File: src/rtl/uart_rx_pkg.sv
package uart_rx_pkg;
  localparam int DATA_W   = 8;
  localparam int MIN_BITS = 5;

  typedef enum logic [2:0] {
    S_IDLE  = 3'd0,
    S_START = 3'd1,
    S_DATA  = 3'd2,
    S_PAR   = 3'd3,
    S_STOP  = 3'd4,
    S_WAIT  = 3'd5
  } rx_state_t;
endpackage

File: src/rtl/uart_rx_sync.sv
module uart_rx_sync #(
  parameter int STAGES = 2
) (
  input  logic clk,
  input  logic rst_n,
  input  logic rxd,
  input  logic loop_rxd,
  input  logic loop_en,
  output logic rx_s
);
  logic [STAGES-1:0] sr_q;
  logic              line;

  assign line = loop_en ? loop_rxd : rxd;

  always_ff @(posedge clk or negedge rst_n) begin
    if (!rst_n) sr_q <= '1;
    else        sr_q <= {sr_q[STAGES-2:0], line};
  end

  assign rx_s = sr_q[STAGES-1];
endmodule

File: src/rtl/uart_rx_parity.sv
module uart_rx_parity #(
  parameter int DW = 8
) (
  input  logic [DW-1:0] bits,
  input  logic          par_even,
  input  logic          par_stick,
  output logic          exp_bit
);
  always_comb begin
    if (par_stick)     exp_bit = ~par_even;
    else if (par_even) exp_bit = ^bits;
    else               exp_bit = ~^bits;
  end
endmodule

File: src/rtl/uart_rx_fsm.sv
module uart_rx_fsm
  import uart_rx_pkg::*;
#(
  parameter int OSR = 16,
  parameter int DW  = DATA_W
) (
  input  logic          clk,
  input  logic          rst_n,
  input  logic          tk,
  input  logic          rx_s,
  input  logic [1:0]    word_len,
  input  logic          par_en,
  input  logic          exp_par,
  output logic [DW-1:0] shf,
  output logic          done_q,
  output logic [DW-1:0] data_q,
  output logic          perr_q,
  output logic          ferr_q,
  output logic          brk_q
);
  localparam int CW   = $clog2(OSR);
  localparam int IW   = $clog2(DW);
  localparam int HALF = OSR / 2;

  rx_state_t     st_q;
  logic [CW-1:0] ctr_q;
  logic [IW-1:0] idx_q;
  logic          one_q;
  logic          pe_q;
  logic [IW-1:0] last_idx;
  logic          mid;
  logic          brk_now;

  assign last_idx = IW'(MIN_BITS - 1) + IW'(word_len);
  assign mid      = (ctr_q == CW'(OSR - 1));
  assign brk_now  = !one_q && !rx_s;

  always_ff @(posedge clk or negedge rst_n) begin
    if (!rst_n) begin
      st_q   <= S_IDLE;
      ctr_q  <= '0;
      idx_q  <= '0;
      shf    <= '0;
      one_q  <= 1'b0;
      pe_q   <= 1'b0;
      done_q <= 1'b0;
      data_q <= '0;
      perr_q <= 1'b0;
      ferr_q <= 1'b0;
      brk_q  <= 1'b0;
    end else begin
      done_q <= 1'b0;
      if (tk) begin
        unique case (st_q)
          S_IDLE: begin
            if (!rx_s) begin
              st_q  <= S_START;
              ctr_q <= '0;
            end
          end
          S_START: begin
            if (ctr_q == CW'(HALF - 1)) begin
              ctr_q <= '0;
              if (!rx_s) begin
                st_q  <= S_DATA;
                idx_q <= '0;
                shf   <= '0;
                one_q <= 1'b0;
                pe_q  <= 1'b0;
              end else begin
                st_q <= S_IDLE;
              end
            end else begin
              ctr_q <= ctr_q + CW'(1);
            end
          end
          S_DATA: begin
            if (mid) begin
              ctr_q      <= '0;
              shf[idx_q] <= rx_s;
              one_q      <= one_q | rx_s;
              if (idx_q == last_idx) st_q <= par_en ? S_PAR : S_STOP;
              else                   idx_q <= idx_q + IW'(1);
            end else begin
              ctr_q <= ctr_q + CW'(1);
            end
          end
          S_PAR: begin
            if (mid) begin
              ctr_q <= '0;
              pe_q  <= (rx_s != exp_par);
              one_q <= one_q | rx_s;
              st_q  <= S_STOP;
            end else begin
              ctr_q <= ctr_q + CW'(1);
            end
          end
          S_STOP: begin
            if (mid) begin
              ctr_q  <= '0;
              done_q <= 1'b1;
              data_q <= shf;
              ferr_q <= !rx_s;
              brk_q  <= brk_now;
              perr_q <= brk_now ? 1'b0 : pe_q;
              st_q   <= rx_s ? S_IDLE : S_WAIT;
            end else begin
              ctr_q <= ctr_q + CW'(1);
            end
          end
          S_WAIT: begin
            if (rx_s) st_q <= S_IDLE;
          end
          default: st_q <= S_IDLE;
        endcase
      end
    end
  end


  brk_zero_chk: assert property (@(posedge clk) disable iff (!rst_n)
    (done_q && brk_q) |-> (data_q == '0 && ferr_q && !perr_q));


  wait_hold_chk: assert property (@(posedge clk) disable iff (!rst_n)
    (st_q == S_WAIT && !rx_s) |=> (st_q == S_WAIT));


  len5_chk: assert property (@(posedge clk) disable iff (!rst_n)
    (done_q && $past(word_len) == 2'b00 && word_len == 2'b00)
      |-> (data_q[DW-1:MIN_BITS] == '0));
endmodule

File: src/rtl/uart_rx_core.sv
module uart_rx_core
  import uart_rx_pkg::*;
#(
  parameter int OSR         = 16,
  parameter int SYNC_STAGES = 2
) (
  input  logic              clk,
  input  logic              rst_n,
  input  logic              tick16,
  input  logic              div_zero,
  input  logic              rxd,
  input  logic              loop_en,
  input  logic              loop_rxd,
  input  logic [1:0]        word_len,
  input  logic              par_en,
  input  logic              par_even,
  input  logic              par_stick,
  input  logic              m_ready,
  output logic              m_valid,
  output logic [DATA_W-1:0] m_data,
  output logic              m_perr,
  output logic              m_ferr,
  output logic              m_brk,
  output logic              overrun
);
  logic              rx_s;
  logic              tk;
  logic              exp_par;
  logic [DATA_W-1:0] shf;
  logic              done_q;

  assign tk = tick16 & ~div_zero;

  uart_rx_sync #(.STAGES(SYNC_STAGES)) u_sync (
    .clk      (clk),
    .rst_n    (rst_n),
    .rxd      (rxd),
    .loop_rxd (loop_rxd),
    .loop_en  (loop_en),
    .rx_s     (rx_s)
  );

  uart_rx_parity #(.DW(DATA_W)) u_par (
    .bits      (shf),
    .par_even  (par_even),
    .par_stick (par_stick),
    .exp_bit   (exp_par)
  );

  uart_rx_fsm #(.OSR(OSR), .DW(DATA_W)) u_fsm (
    .clk      (clk),
    .rst_n    (rst_n),
    .tk       (tk),
    .rx_s     (rx_s),
    .word_len (word_len),
    .par_en   (par_en),
    .exp_par  (exp_par),
    .shf      (shf),
    .done_q   (done_q),
    .data_q   (m_data),
    .perr_q   (m_perr),
    .ferr_q   (m_ferr),
    .brk_q    (m_brk)
  );

  assign m_valid = done_q & m_ready;
  assign overrun = done_q & ~m_ready;


  halt_chk: assert property (@(posedge clk) disable iff (!rst_n)
    div_zero |=> (!m_valid && !overrun));


  no_perr_chk: assert property (@(posedge clk) disable iff (!rst_n)
    (m_valid && !par_en && !$past(par_en)) |-> !m_perr);
endmodule

File: config.mk
export PLATFORM = sky130hd
export DESIGN_NAME = uart_rx_core
export DESIGN_NICKNAME = d
export VERILOG_FILES = /design/src/rtl/uart_rx_pkg.sv /design/src/rtl/uart_rx_sync.sv /design/src/rtl/uart_rx_parity.sv /design/src/rtl/uart_rx_fsm.sv /design/src/rtl/uart_rx_core.sv
export SDC_FILE = /design/constraint.sdc
export NUM_CORES = 1
export LEC_CHECK = 0
export BUFFER_PORTS_ARGS = -buffer_cell sky130_fd_sc_hd__buf_2
export CORE_ASPECT_RATIO = 0.8
export CORE_MARGIN = 2
export CORE_UTILIZATION = 35
export CTS_CLUSTER_DIAMETER = 80
export DETAILED_ROUTE_END_ITERATION = 12
export HOLD_SLACK_MARGIN = 0.02
export PLACE_DENSITY = 0.53
export SLEW_MARGIN = 20
export SYNTH_ARGS = -nofsm -noshare
export SYNTH_HDL_FRONTEND = slang
export SYNTH_HIERARCHICAL = 1
export SYNTH_SLANG_ARGS = --single-unit
File: constraint.sdc
create_clock -name clk -period 1.7 [get_ports clk]
set_input_delay 0.085 -clock clk [delete_from_list [all_inputs] [get_ports clk]]
set_output_delay 0.085 -clock clk [all_outputs]
set_load 0.1 [all_outputs]
# Word-level counts from Yosys, hierarchy flattened
# Cells that the tools add are included.
dict set report op_classes {
  add_sub_neg 3
  magnitude_cmp 2
  eq_ne 19
  muxes 40
  bitwise_logic 7
  reduce_logical 20
}
# operator n
set op_table {}
lappend op_table {{two-way mux 3 bit} 13}
lappend op_table {{two-way mux 8 bit} 3}
lappend op_table {{one-hot mux 3 bit (6 select lines)} 1}
lappend op_table {{one-hot mux 8 bit (2 select lines)} 1}
lappend op_table {{AND reduction 5 bit} 3}
lappend op_table {{two-way mux 1 bit} 12}
lappend op_table {{two-way mux 4 bit} 3}
lappend op_table {{!= test 2 x 1 -> 1 bit (second input constant)} 6}
lappend op_table {{one-hot mux 4 bit (3 select lines)} 1}
lappend op_table {{bitwise mux 8 bit} 1}
lappend op_table {{!= test 2 bit (second input constant)} 4}
lappend op_table {{AND reduction 8 bit} 1}
lappend op_table {{XNOR reduction 8 bit} 1}
lappend op_table {{parity 8 bit} 1}
lappend op_table {{equality test 3 x 2 -> 1 bit (second input constant)} 2}
lappend op_table {{equality test 3 bit (second input constant)} 2}
lappend op_table {{one-hot mux 3 bit (2 select lines)} 1}
lappend op_table {{AND reduction 3 bit} 2}
lappend op_table {{AND reduction 6 bit} 1}
lappend op_table {{nonzero test 2 bit} 3}
lappend op_table {{adder 4 x 1 -> 4 bit (second input constant)} 1}
lappend op_table {{equality test 4 x 3 -> 1 bit (second input constant)} 1}
lappend op_table {{equality test 4 bit (second input constant)} 1}
lappend op_table {{less-than comparator 3 x 4 -> 1 bit (second input constant)} 1}
lappend op_table {{other kinds (18)} 25}
dict set report word_totals {
  regBits 34
  output_inout_bits 13
  word_cells 103
}

# Depth between registers and ports, before layout
# Gate-level depths: netlist of the first run.
dict set report logic_depth {
  ltp_word 7
  ltp_mapped 8
}

# Cells and area by module
# Netlist of the first run, hierarchy kept.
# module instances cells_per_inst area_per_inst_um2 seq_area_each_um2
set modules_own_cells {}
lappend modules_own_cells {uart_rx_fsm 1 190 1744.2 800.8}
lappend modules_own_cells {uart_rx_parity 1 9 73.8 0.0}
lappend modules_own_cells {uart_rx_sync 1 3 67.6 52.6}
lappend modules_own_cells {uart_rx_core 1 3 22.5 0.0}

# Least setup slack after synthesis of the first run
# Ideal clock, no wire load.
dict set report synth_path {
  kind {reg-to-reg}
  startpoint {register u_fsm.ctr_q[0]}
  endpoint {register u_fsm.ctr_q[3]}
  setup_ns 0.076
  arrival_ns 1.602
  required_time_ns 1.624
  setup_slack_ns 0.022
  path_stages_with_launch 6
  period_less_slack_ns 1.678
  cell_sequence {dfrtp_1 > ha_1 > and3_2 > o21a_1 > or4_1 > o21ai_1}
}
dict set report synth_via {
  elab_chain_cells 3
}
# element line_no
set synth_lines {}
lappend synth_lines {{from (decl)} uart_rx_fsm.sv:26} ;# logic [CW-1:0] ctr_q;
lappend synth_lines {{from (signal assigned)} uart_rx_fsm.sv:74} ;# ctr_q <= ctr_q + CW'(1);
lappend synth_lines {{from (signal assigned)} uart_rx_fsm.sv:85} ;# ctr_q <= ctr_q + CW'(1);
lappend synth_lines {{from (signal assigned)} uart_rx_fsm.sv:95} ;# ctr_q <= ctr_q + CW'(1);
lappend synth_lines {{adder 4 x 1 -> 4 bit, or another cell as far along} n/a}
lappend synth_lines {{two-way mux 4 bit (on tied branches)} n/a}
lappend synth_lines {{one-hot mux 4 bit (3 select lines) (*)} uart_rx_fsm.sv:54} ;# unique case (st_q)
# Every way passes the cells marked *; elsewhere a longest branch is shown, timed or not.
# A chain may end at the register's enable or synchronous reset.

# Worst setup path after layout of the first run
dict set report layout_path {
  startpoint {register u_fsm.ctr_q[1]}
  endpoint {register u_fsm.st_q[0]}
}
dict set report layout_via {
  elab_chain_cells 3
}
# element line_no
set layout_lines {}
lappend layout_lines {{equality test 4 bit / equality test 4 x 3 -> 1 bit (equally long branches)} {uart_rx_fsm.sv:35, uart_rx_fsm.sv:62}}
lappend layout_lines {{!= test 2 x 1 -> 1 bit (no line)} n/a}
lappend layout_lines {{AND reduction 8 bit (no line) (*)} n/a}
lappend layout_lines {{to (signal assigned)} uart_rx_fsm.sv:82} ;# if (idx_q == last_idx) st_q <= par_en ? S_PAR : S_STOP;
lappend layout_lines {{to (signal assigned)} uart_rx_fsm.sv:106} ;# st_q <= rx_s ? S_IDLE : S_WAIT;
lappend layout_lines {{to (decl)} uart_rx_fsm.sv:25} ;# rx_state_t st_q;
# Marked as above.

==> results.sh, run 1 <==
export IMPL_status="complete, but fails checks"
export IMPL_violations="setup timing"
export IMPL_post_dp_cell_area_mm2=0.00235
export IMPL_hp_class="in2reg"
export IMPL_worstSetupPathType="reg2reg"
export IMPL_io_pins=26
export IMPL_worst_pin_slew_ns=0.539
export IMPL_crit_family="compound AO/OA/AOI/OAI gates"
export IMPL_cp_slowest_cell="dfrtp_1"
export IMPL_synth_distinct_cells=54
export IMPL_drt_iter0_markers=107
export IMPL_power_density_mw_per_mm2=1210
export IMPL_root_buffer="clkbuf_8"
export IMPL_grt_max_degree=24
export IMPL_max_stage_delay_ns=0.39
export IMPL_area_growth_pct=42.3
export IMPL_overflow=0
export IMPL_setup_ws_ns=-0.00561
export IMPL_antenna_found_initial=0
export IMPL_slew_violations=0
export IMPL_yosysTopAreaCellShare=0.420
export IMPL_p_leak_uw=0.00129
export IMPL_final_cell_count_no_fill=340
export IMPL_ys_flop_type="dfrtp_1"
export IMPL_finalClockSkew_ns=0.00659
export IMPL_ys_seq_area_frac=0.447
export IMPL_h_tree_depth=2
export IMPL_row_count=24
export IMPL_maxCapViolCount=0
export IMPL_yosysMostFrequentCell="nand2_1"
export IMPL_critPathCaptureType="flip-flop"
export IMPL_netlist_area_mm2=0.00191
export IMPL_initial_core_util=0.357
export IMPL_postSynthCellCount=205
export IMPL_syn_area_per_cell_um2=9.31
export IMPL_dpl_hpwl_um=3370
export IMPL_yosys_top_cells_count="nand2_1 (36), dfrtp_1 (32), o21ai_0 (24)"
export IMPL_drtPass1Iterations=4
export IMPL_die_area_mm2=0.00606
export IMPL_syn_nets=220
export IMPL_period_needed_ns=1.71
export IMPL_wl_per_cell_um=13.8
export IMPL_slew_headroom=0.640
export IMPL_die_h_um=70.0
export IMPL_ant_nets=0
export IMPL_async_reset_ff_frac=1.00
export IMPL_yosysWarnings=6
export IMPL_path_max_fanout=5
export IMPL_fillers=514
export IMPL_portBuffers=25
export IMPL_final_setup_viol_count=1
export IMPL_final_nets=289
export IMPL_clkTransAtPathRegs_ns=0.07
export IMPL_drive_gt1_frac=0.422
export IMPL_clkLatencyLatePin_ns=0.29
export IMPL_cts_buffers=5
export IMPL_arrival_ns=1.93
export IMPL_drc=0
export IMPL_die_w_um=86.6
export IMPL_dp_cells=324
export IMPL_design_area_mm2=0.00272
export IMPL_clock_fmax_mhz=586
export IMPL_synth_top_area_cell="dfrtp_1"
export IMPL_timing_final_crit_share=1.00
export IMPL_ir_worst_vdd_mv=0.501
export IMPL_required_ns=1.92
export IMPL_drt_vias_per_instance=5.12
export IMPL_grt_pass1_wl_um=8110
export IMPL_ctsLongestPathBuffers=2
export IMPL_path_cells="ha_4, nand3b_1, a21boi_4, o311ai_4, nor4_1, a21o_1"
export IMPL_critPathBufInv=0
export IMPL_timing_final_hold_violations=0
export IMPL_grt_pass1_vias=1667
export IMPL_tritoncts="yes"
export IMPL_grt_total_usage=0.169
export IMPL_rsz0062_at_grt="true"
export IMPL_num_antenna_cells=0
export IMPL_vias=1740
export IMPL_synth_area_leaders="dfrtp_1 (42%), nand2_1 (7.1%), o21ai_0 (6.3%)"
export IMPL_crit_path_start_kind="flip-flop"
export IMPL_gp_congestion=0.846
export IMPL_core_mm2=0.00535
export IMPL_cts_sinks=34
export IMPL_synth_edf_count=0
export IMPL_wl_um=4700
export IMPL_synth_seq_cells=34
-- tightest hold or removal path: cells and delay by family --
kind                   cells  cell delay, ns
AO/OA/AOI/OAI              1            0.11
buffers and inverters      1            0.11
AND/OR/NAND/NOR            1            0.06
-- placed cells by master (no fill, tap or decap), types with 2 or more instances in the layout --
cell,n
a21o_1,2
a21oi_1,7
a31oi_1,5
and2b_2,2
buf_2,25
buf_4,42
bufinv_16,2
clkbuf_8,6
dfrtp_1,29
dfrtp_2,3
dfstp_2,2
dlygate4sd3_1,3
inv_1,7
nand2_1,36
nand2b_1,3
nand3_1,3
nand3_2,2
nand4_1,2
nor2_1,10
nor2_2,2
nor3_1,2
o211ai_1,2
o21ai_0,12
o21ai_1,11
o21ai_2,3
o31ai_1,2
xnor2_1,7
xnor2_2,2
xor2_1,3
-- per-stage QoR --
step           hold slack, ns  worst slack (ns)   TNS, ns  utilization  total power, uW
2_1_floorplan          -0.211            0.0220         0            -             1720
3_3_place_gp            0.113            -0.120    -0.120        0.439             2150
3_5_place_dp            0.103           -0.0672    -0.117        0.439             2150
4_1_cts                 0.101           -0.0456   -0.0456        0.481             3140
5_1_grt                 0.123            -0.170    -0.846        0.508             3460
6_report                0.115          -0.00561  -0.00561        0.508             3280
-- final timing paths --
path | start | cells past startpoint | end | slack, ns
worst max-delay path | u_fsm/ctr_q[1]$_DFFE_PN0P_ | 6 | u_fsm/st_q[0]$_DFFE_PN0P_ | -0.006
worst min-delay path | par_en | 3 | u_fsm/st_q[1]$_DFFE_PN0P_ | 0.12
worst max register to register | u_fsm/ctr_q[1]$_DFFE_PN0P_ | 6 | u_fsm/st_q[0]$_DFFE_PN0P_ | -0.006
min in group asynchronous | rst_n | 2 | u_fsm/ctr_q[3]$_DFFE_PN0P_ | 0.31
worst min register to register | u_sync/sr_q[0]$_DFF_PN1_ | 0 | u_sync/sr_q[1]$_DFF_PN1_ | 0.36
max in group asynchronous | rst_n | 3 | u_fsm/data_q[3]$_DFFE_PN0P_ | 0.89
-- repair_timing --
item	in CTS	in global routing
hold buffers	3	0
hold endpoints to repair	20	0
endpoints found under the setup margin	10	16
pin swaps	5	15
resized for setup	9	32
buffers inserted	2	3
-- final cells by class --
class / count / area (um2) / area share
Timing Repair Buffer: 71 / 482 / 0.177
Tap cell: 65 / 81.3 / 0.0300
Sequential cell: 34 / 857 / 0.316
Clock buffer: 6 / 82.6 / 0.0304
Clock inverter: 2 / 60.1 / 0.0221
Multi-Input combinational cell: 153 / 1120 / 0.412
Inverter: 9 / 33.8 / 0.0124
-- flip-flops by register name, indices dropped and copies added (netlist names) --
name	count
u_fsm/pe_q	1
u_fsm/done_q	1
u_fsm/st_q	3
u_fsm/ctr_q	4
u_fsm/perr_q	1
u_fsm/one_q	1
u_fsm/ferr_q	1
u_fsm/data_q	8
u_sync/sr_q	2
u_fsm/idx_q	3
u_fsm/brk_q	1
u_fsm/shf	8
-- per-layer routing --
metal | GRT usage | share of wire | vias up
li1 | - | - | 869
met2 | 0.241 | 0.45 | 49
met4 | 0.0469 | 0.0075 | 0
met3 | 0.0366 | 0.034 | 5
met1 | 0.255 | 0.51 | 817
met5 | 0 | 0 | -
-- cells by family (layout without fill, tap and decap cells) --
kind of cell,after synthesis,in the layout,share of synthesized area
simple gates,75,75,0.201
compound gates,62,62,0.224
flops,34,34,0.447
buf+inv,18,88,0.0452
xor+xnor,12,12,0.0551
fa+ha+maj,2,2,0.0131
mux,2,2,0.0138
-- where the power goes --
part / total, uW / switching, uW / internal, uW
clock: 939 / 313 / 626
sequential: 1030 / 124 / 902
combinational: 1310 / 683 / 632
(Power assumes the default switching activity.)
==> run 2: changes to the inputs <==
Settings changed: RECOVER_POWER from default to 25.
==> run 2 against run 1 <==
  * Wire length is essentially flat
  * Clock skew is the same
  * Non-clock buffer count is the same
  * First-iteration DRC count is the same
  * Hold slack is essentially flat
  * Core utilization is essentially flat
  * Highest routed layer unchanged
  * Register-to-register slack is essentially flat
  * Worst setup slack is essentially flat
  * Sequential power is essentially flat
  * Combinational power is essentially flat
  * The run still ends with setup timing left
  * Via count is essentially flat
  * Critical endpoint unchanged
  * Largest power group unchanged
  * Clock power is essentially flat
==> results.sh, run 2 (same netlist as run 1, synthesis figures left out) <==
export IMPL_gp_congestion=0.846
export IMPL_final_cell_mix="buf_4 (42), nand2_1 (36), dfrtp_1 (29), buf_2 (24), o21ai_0 (12)"
export IMPL_clkTransAtPathRegs_ns=0.07
export IMPL_grt_pass1_wl_um=8110
export IMPL_violations="setup timing"
export IMPL_cts_buffers=5
export IMPL_p_leak_uw=0.00129
export IMPL_finalSetupTns_ns=-0.00588
export IMPL_final_nets=289
export IMPL_p_int_uw=2160
export IMPL_portBuffers=25
export IMPL_path_cells="ha_4, nand3b_1, a21boi_4, o311ai_4, nor4_1, a21o_1"
export IMPL_clkPwrFrac=0.286
export IMPL_grt_pass1_vias=1667
export IMPL_p_sw_frac=0.342
export IMPL_sequentialPowerShare=0.313
export IMPL_dpl_hpwl_um=3370
export IMPL_crit_path_start_kind="flip-flop"
export IMPL_area_growth_pct=42.2
export IMPL_drt_vias_per_instance=5.12
export IMPL_hp_class="in2reg"
export IMPL_final_setup_viol_count=1
export IMPL_seqCellArea_um2=857
export IMPL_multi_input_area_mm2=0.00112
export IMPL_die_h_um=70.0
export IMPL_clock_fmax_mhz=586
export IMPL_overflow=0
export IMPL_cp_slowest_cell="dfrtp_1"
export IMPL_drt_iter0_markers=107
export IMPL_layout_commonest_cell="buf_4"
export IMPL_antenna_found_initial=0
export IMPL_arrival_ns=1.93
export IMPL_core_mm2=0.00535
export IMPL_vias=1741
export IMPL_p_comb_frac=0.401
export IMPL_timing_final_hold_violations=0
export IMPL_ir_worst_vdd_mv=0.501
export IMPL_fillers=514
export IMPL_period_needed_ns=1.71
export IMPL_rsz0062_at_grt="true"
export IMPL_initial_core_util=0.357
export IMPL_worst_pin_slew_ns=1.29
export IMPL_wl_per_cell_um=13.8
export IMPL_slew_violations=0
export IMPL_ctsLongestPathBuffers=2
export IMPL_maxCapViolCount=0
export IMPL_slew_headroom=0.138
export IMPL_row_count=24
export IMPL_h_tree_depth=2
export IMPL_ant_nets=0
export IMPL_path_max_fanout=5
export IMPL_worstSetupPathType="reg2reg"
export IMPL_timing_final_crit_share=1.00
export IMPL_setup_ws_ns=-0.00588
export IMPL_wl_um=4700
export IMPL_power_density_mw_per_mm2=1210
export IMPL_finalClockSkew_ns=0.00659
export IMPL_utilization=0.508
export IMPL_grt_max_degree=24
export IMPL_cts_sinks=34
export IMPL_drtPass1Iterations=4
export IMPL_num_antenna_cells=0
export IMPL_die_area_mm2=0.00606
export IMPL_reg_top3="u_fsm/data_q: 8 flops, u_fsm/shf: 8 flops, u_fsm/ctr_q: 4 flops"
export IMPL_grt_total_usage=0.169
export IMPL_place_ws_ns=-0.0672
export IMPL_p_switching_uw=1120
export IMPL_root_buffer="clkbuf_8"
export IMPL_drive_gt1_frac=0.418
export IMPL_io_pins=26
export IMPL_critPathCaptureType="flip-flop"
export IMPL_tritoncts="yes"
export IMPL_drc=0
export IMPL_clkLatencyLatePin_ns=0.29
export IMPL_required_ns=1.92
export IMPL_status="complete, but fails checks"
export IMPL_die_w_um=86.6
export IMPL_max_stage_delay_ns=0.39
==> run 2: cell types whose count changed in the layout (fill, tap and decap cells not counted) <==
| cell | before | now |
|---|---|---|
| clkbuf_1 | 0 | 1 |
| buf_2 | 25 | 24 |
==> run 2: area by class of cell <==
cell class	instances	area share
sequential	34	0.316
inverter	9	0.0124
timing repair buffer	71	0.177
multi-input combinational	153	0.412
tap	65	0.0300
clock inverter	2	0.0221
clock buffer	6	0.0304
==> run 2: what timing repair did <==
item	4_1_cts	5_1_grt
hold buffers	3	0
gates cloned	0	0
resized for setup	9	32
hold endpoints to repair	20	0
pin swaps	5	15
setup buffers	2	3
endpoints found under the setup margin	10	16
==> run 2: worst paths after layout <==
kind                                              end  depth (start not counted)                  startpoint  slack (ns)
setup / recovery            u_fsm/st_q[0]$_DFFE_PN0P_                          6  u_fsm/ctr_q[1]$_DFFE_PN0P_      -0.006
setup reg to reg            u_fsm/st_q[0]$_DFFE_PN0P_                          6  u_fsm/ctr_q[1]$_DFFE_PN0P_      -0.006
hold / removal              u_fsm/st_q[1]$_DFFE_PN0P_                          3                      par_en        0.12
hold reg to reg              u_sync/sr_q[1]$_DFF_PN1_                          0    u_sync/sr_q[0]$_DFF_PN1_        0.36
min in group asynchronous  u_fsm/ctr_q[3]$_DFFE_PN0P_                          2                       rst_n        0.60
max in group asynchronous   u_fsm/st_q[1]$_DFFE_PN0P_                          2                       rst_n        0.25
==> run 2: routing by layer <==
metal	wire (um)	part of all wire	vias to the layer above	GRT usage
li1	-	-	870	-
met1	2420	0.51	819	0.255
met2	2080	0.44	47	0.241
met3	161	0.034	5	0.0366
met4	35	0.0074	0	0.0469
met5	0	0	-	0
==> run 2: power groups by stage <==
stage / clock network (uW) / registers (uW) / logic, uW
6_report: 939 / 1030 / 1310
5_1_grt: 981 / 1040 / 1440
4_1_cts: 956 / 1010 / 1180
2_1_floorplan: 0 / 1060 / 662
3_3_place_gp: 0 / 1020 / 1130
3_5_place_dp: 0 / 1020 / 1120
==> run 2: worst max-delay path: cells and delay by family, from the launching register on <==
| kind | cells | cell delay, ns |
|---|---|---|
| AND/OR/NAND/NOR | 2 | 0.43 |
| adder cells (fa/ha/maj) | 1 | 0.16 |
| AO/OA/AOI/OAI | 3 | 0.65 |
| flip-flops | 1 | 0.39 |
==> run 2: per-stage QoR <==
stage	total power, uW	instance area (um2)	std cells	hold WS (ns)
finish	3280	2710	340	0.115
global route	3460	2710	340	0.123
detailed placement	2150	2350	324	0.103
CTS	3140	2570	337	0.101
global placement	2150	2350	324	0.113
floorplan	1720	1910	205	-0.211
==> run 3: changes to the inputs <==
Settings changed: PLACE_DENSITY 0.53 to default, PLACE_DENSITY_LB_ADDON from default to 0.2.
==> run 3 against run 2 <==
  * The run still ends with setup timing left
  * Wire length rose by 1.3%
  * Core utilization fell by 1.1 points
  * Register-to-register slack lost 0.03 ns
  * Power is 1.2% lower
  * Hold slack got worse by 0.096 ns
  * Global-route usage down 0.12 points
  * Sequential share of layout area increased by 0.67 points
  * Non-clock buffer count shrank 3
  * Design area shrank 2.1%
  * Sequential power about the same
  * Critical path type unchanged
  * Largest power group unchanged
  * Highest routed layer unchanged
==> results.sh, run 3 (same netlist as run 1, synthesis figures left out) <==
export IMPL_antenna_found_initial=0
export IMPL_slew_violations=0
export IMPL_finalClockSkew_ns=0.00923
export IMPL_clock_fmax_mhz=577
export IMPL_path_max_fanout=5
export IMPL_crit_path_start_kind="flip-flop"
export IMPL_ir_worst_vdd_mv=0.720
export IMPL_drt_iter0_markers=79
export IMPL_violations="setup timing"
export IMPL_maxCapViolCount=0
export IMPL_portBuffers=25
export IMPL_period_needed_ns=1.73
export IMPL_layout_commonest_cell="buf_4"
export IMPL_reg_top3="u_fsm/data_q: 8 flops, u_fsm/shf: 8 flops, u_fsm/ctr_q: 4 flops"
export IMPL_worst_pin_slew_ns=0.884
export IMPL_num_antenna_cells=0
export IMPL_tritoncts="yes"
export IMPL_grt_total_usage=0.167
export IMPL_cp_slowest_cell="dfrtp_1"
export IMPL_grt_max_degree=35
export IMPL_drt_vias_per_instance=5.05
export IMPL_setup_ws_ns=-0.0344
export IMPL_dpl_hpwl_um=3260
export IMPL_max_stage_delay_ns=0.41
export IMPL_ctsLongestPathBuffers=2
export IMPL_seqCellArea_um2=857
export IMPL_clkTransAtPathRegs_ns=0.07
export IMPL_timing_final_crit_share=1.02
export IMPL_cts_sinks=34
export IMPL_gp_congestion=0.796
export IMPL_h_tree_depth=2
export IMPL_power_density_mw_per_mm2=1220
export IMPL_drc=0
export IMPL_finalSetupTns_ns=-0.0344
export IMPL_wl_um=4760
export IMPL_vias=1701
export IMPL_arrival_ns=1.95
export IMPL_path_cells="ha_4, nand3b_1, a21boi_4, o311ai_4, nor4_2, a21o_1"
export IMPL_timing_final_hold_violations=0
export IMPL_io_pins=26
export IMPL_grt_pass1_wl_um=8040
export IMPL_final_nets=286
export IMPL_core_mm2=0.00535
export IMPL_fillers=527
export IMPL_critPathCaptureType="flip-flop"
export IMPL_rsz0062_at_grt="true"
export IMPL_initial_core_util=0.357
export IMPL_multi_input_area_mm2=0.00109
export IMPL_cts_buffers=5
export IMPL_final_setup_viol_count=1
export IMPL_regToRegSetupSlack_ns=-0.03
export IMPL_drtPass1Iterations=4
export IMPL_p_leak_uw=0.00124
export IMPL_worstSetupPathType="reg2reg"
export IMPL_drive_gt1_frac=0.423
export IMPL_utilization=0.497
export IMPL_die_h_um=70.0
export IMPL_wl_per_cell_um=14.1
export IMPL_die_area_mm2=0.00606
export IMPL_area_growth_pct=39.3
export IMPL_hp_class="in2reg"
export IMPL_die_w_um=86.6
export IMPL_ant_nets=0
export IMPL_status="complete, but fails checks"
export IMPL_place_ws_ns=-0.0709
export IMPL_row_count=24
export IMPL_clkLatencyLatePin_ns=0.29
export IMPL_slew_headroom=0.410
export IMPL_root_buffer="clkbuf_8"
export IMPL_required_ns=1.92
export IMPL_overflow=0
export IMPL_grt_pass1_vias=1594
export IMPL_final_cell_mix="buf_4 (40), nand2_1 (35), dfrtp_1 (29), buf_2 (24), o21ai_0 (15)"
[run 3: what timing repair did]
action / 4_1_cts / 5_1_grt
hold buffers: 1 / 0
gates resized for setup: 10 / 26
buffers inserted: 1 / 5
setup endpoints to repair: 14 / 17
pin swaps: 4 / 13
hold endpoints to repair: 32 / 0
[run 3: cell type report]
class	count	area share
repair buffers	68	0.172
inverters	9	0.0127
multi-input cells	153	0.410
well taps	65	0.0306
clock buffers	5	0.0259
flip-flops and latches	34	0.323
clock inverters	3	0.0259
[run 3: path summary, 6_finish.rpt]
| path | endpoint | cells after the start | startpoint |
|---|---|---|---|
| min in group asynchronous | u_fsm/done_q$_DFF_PN0_ | 2 | rst_n |
| worst min-delay path | u_sync/sr_q[0]$_DFF_PN1_ | 2 | rxd |
| worst max register to register | u_fsm/st_q[0]$_DFFE_PN0P_ | 6 | u_fsm/ctr_q[0]$_DFFE_PN0P_ |
| worst max-delay path | u_fsm/st_q[0]$_DFFE_PN0P_ | 6 | u_fsm/ctr_q[0]$_DFFE_PN0P_ |
| worst min register to register | u_sync/sr_q[1]$_DFF_PN1_ | 0 | u_sync/sr_q[0]$_DFF_PN1_ |
| max in group asynchronous | u_fsm/st_q[1]$_DFFE_PN0P_ | 2 | rst_n |
[run 3: power breakdown]
| part | switching, uW | total [uW] | leakage [uW] | internal (uW) |
|---|---|---|---|---|
| logic | 680 | 1300 | 0.000718 | 624 |
| registers | 127 | 1030 | 0.000455 | 902 |
| clock network | 320 | 908 | 0.0000683 | 588 |
| total | 1130 | 3240 | 0.00124 | 2110 |
[run 3: metrics by stage]
stage | area [um2] | instances | hold WS (ns) | total power, uW
final | 2660 | 337 | 0.0194 | 3240
after global routing | 2660 | 337 | 0.0141 | 3430
after CTS | 2530 | 332 | 0.0224 | 3070
after detailed placement | 2330 | 322 | 0.208 | 2120
after global placement | 2330 | 322 | 0.210 | 2120
after floorplan | 1910 | 205 | -0.211 | 1720
[run 3: per-layer routing]
layer,vias to the layer above,share of wire,GRT usage
li1,861,-,-
met1,801,0.54,0.260
met2,37,0.42,0.239
met3,2,0.035,0.0378
met4,0,0.0044,0.0295
met5,-,0,0
[run 3: worst max-delay path, delay by kind of cell, from the launching register on]
kind                       cells  cell delay [ns]
AOI/OAI and AO/OA              3             0.64
and+or+nand+nor                2             0.45
DFF                            1             0.41
adders and majority gates      1             0.17
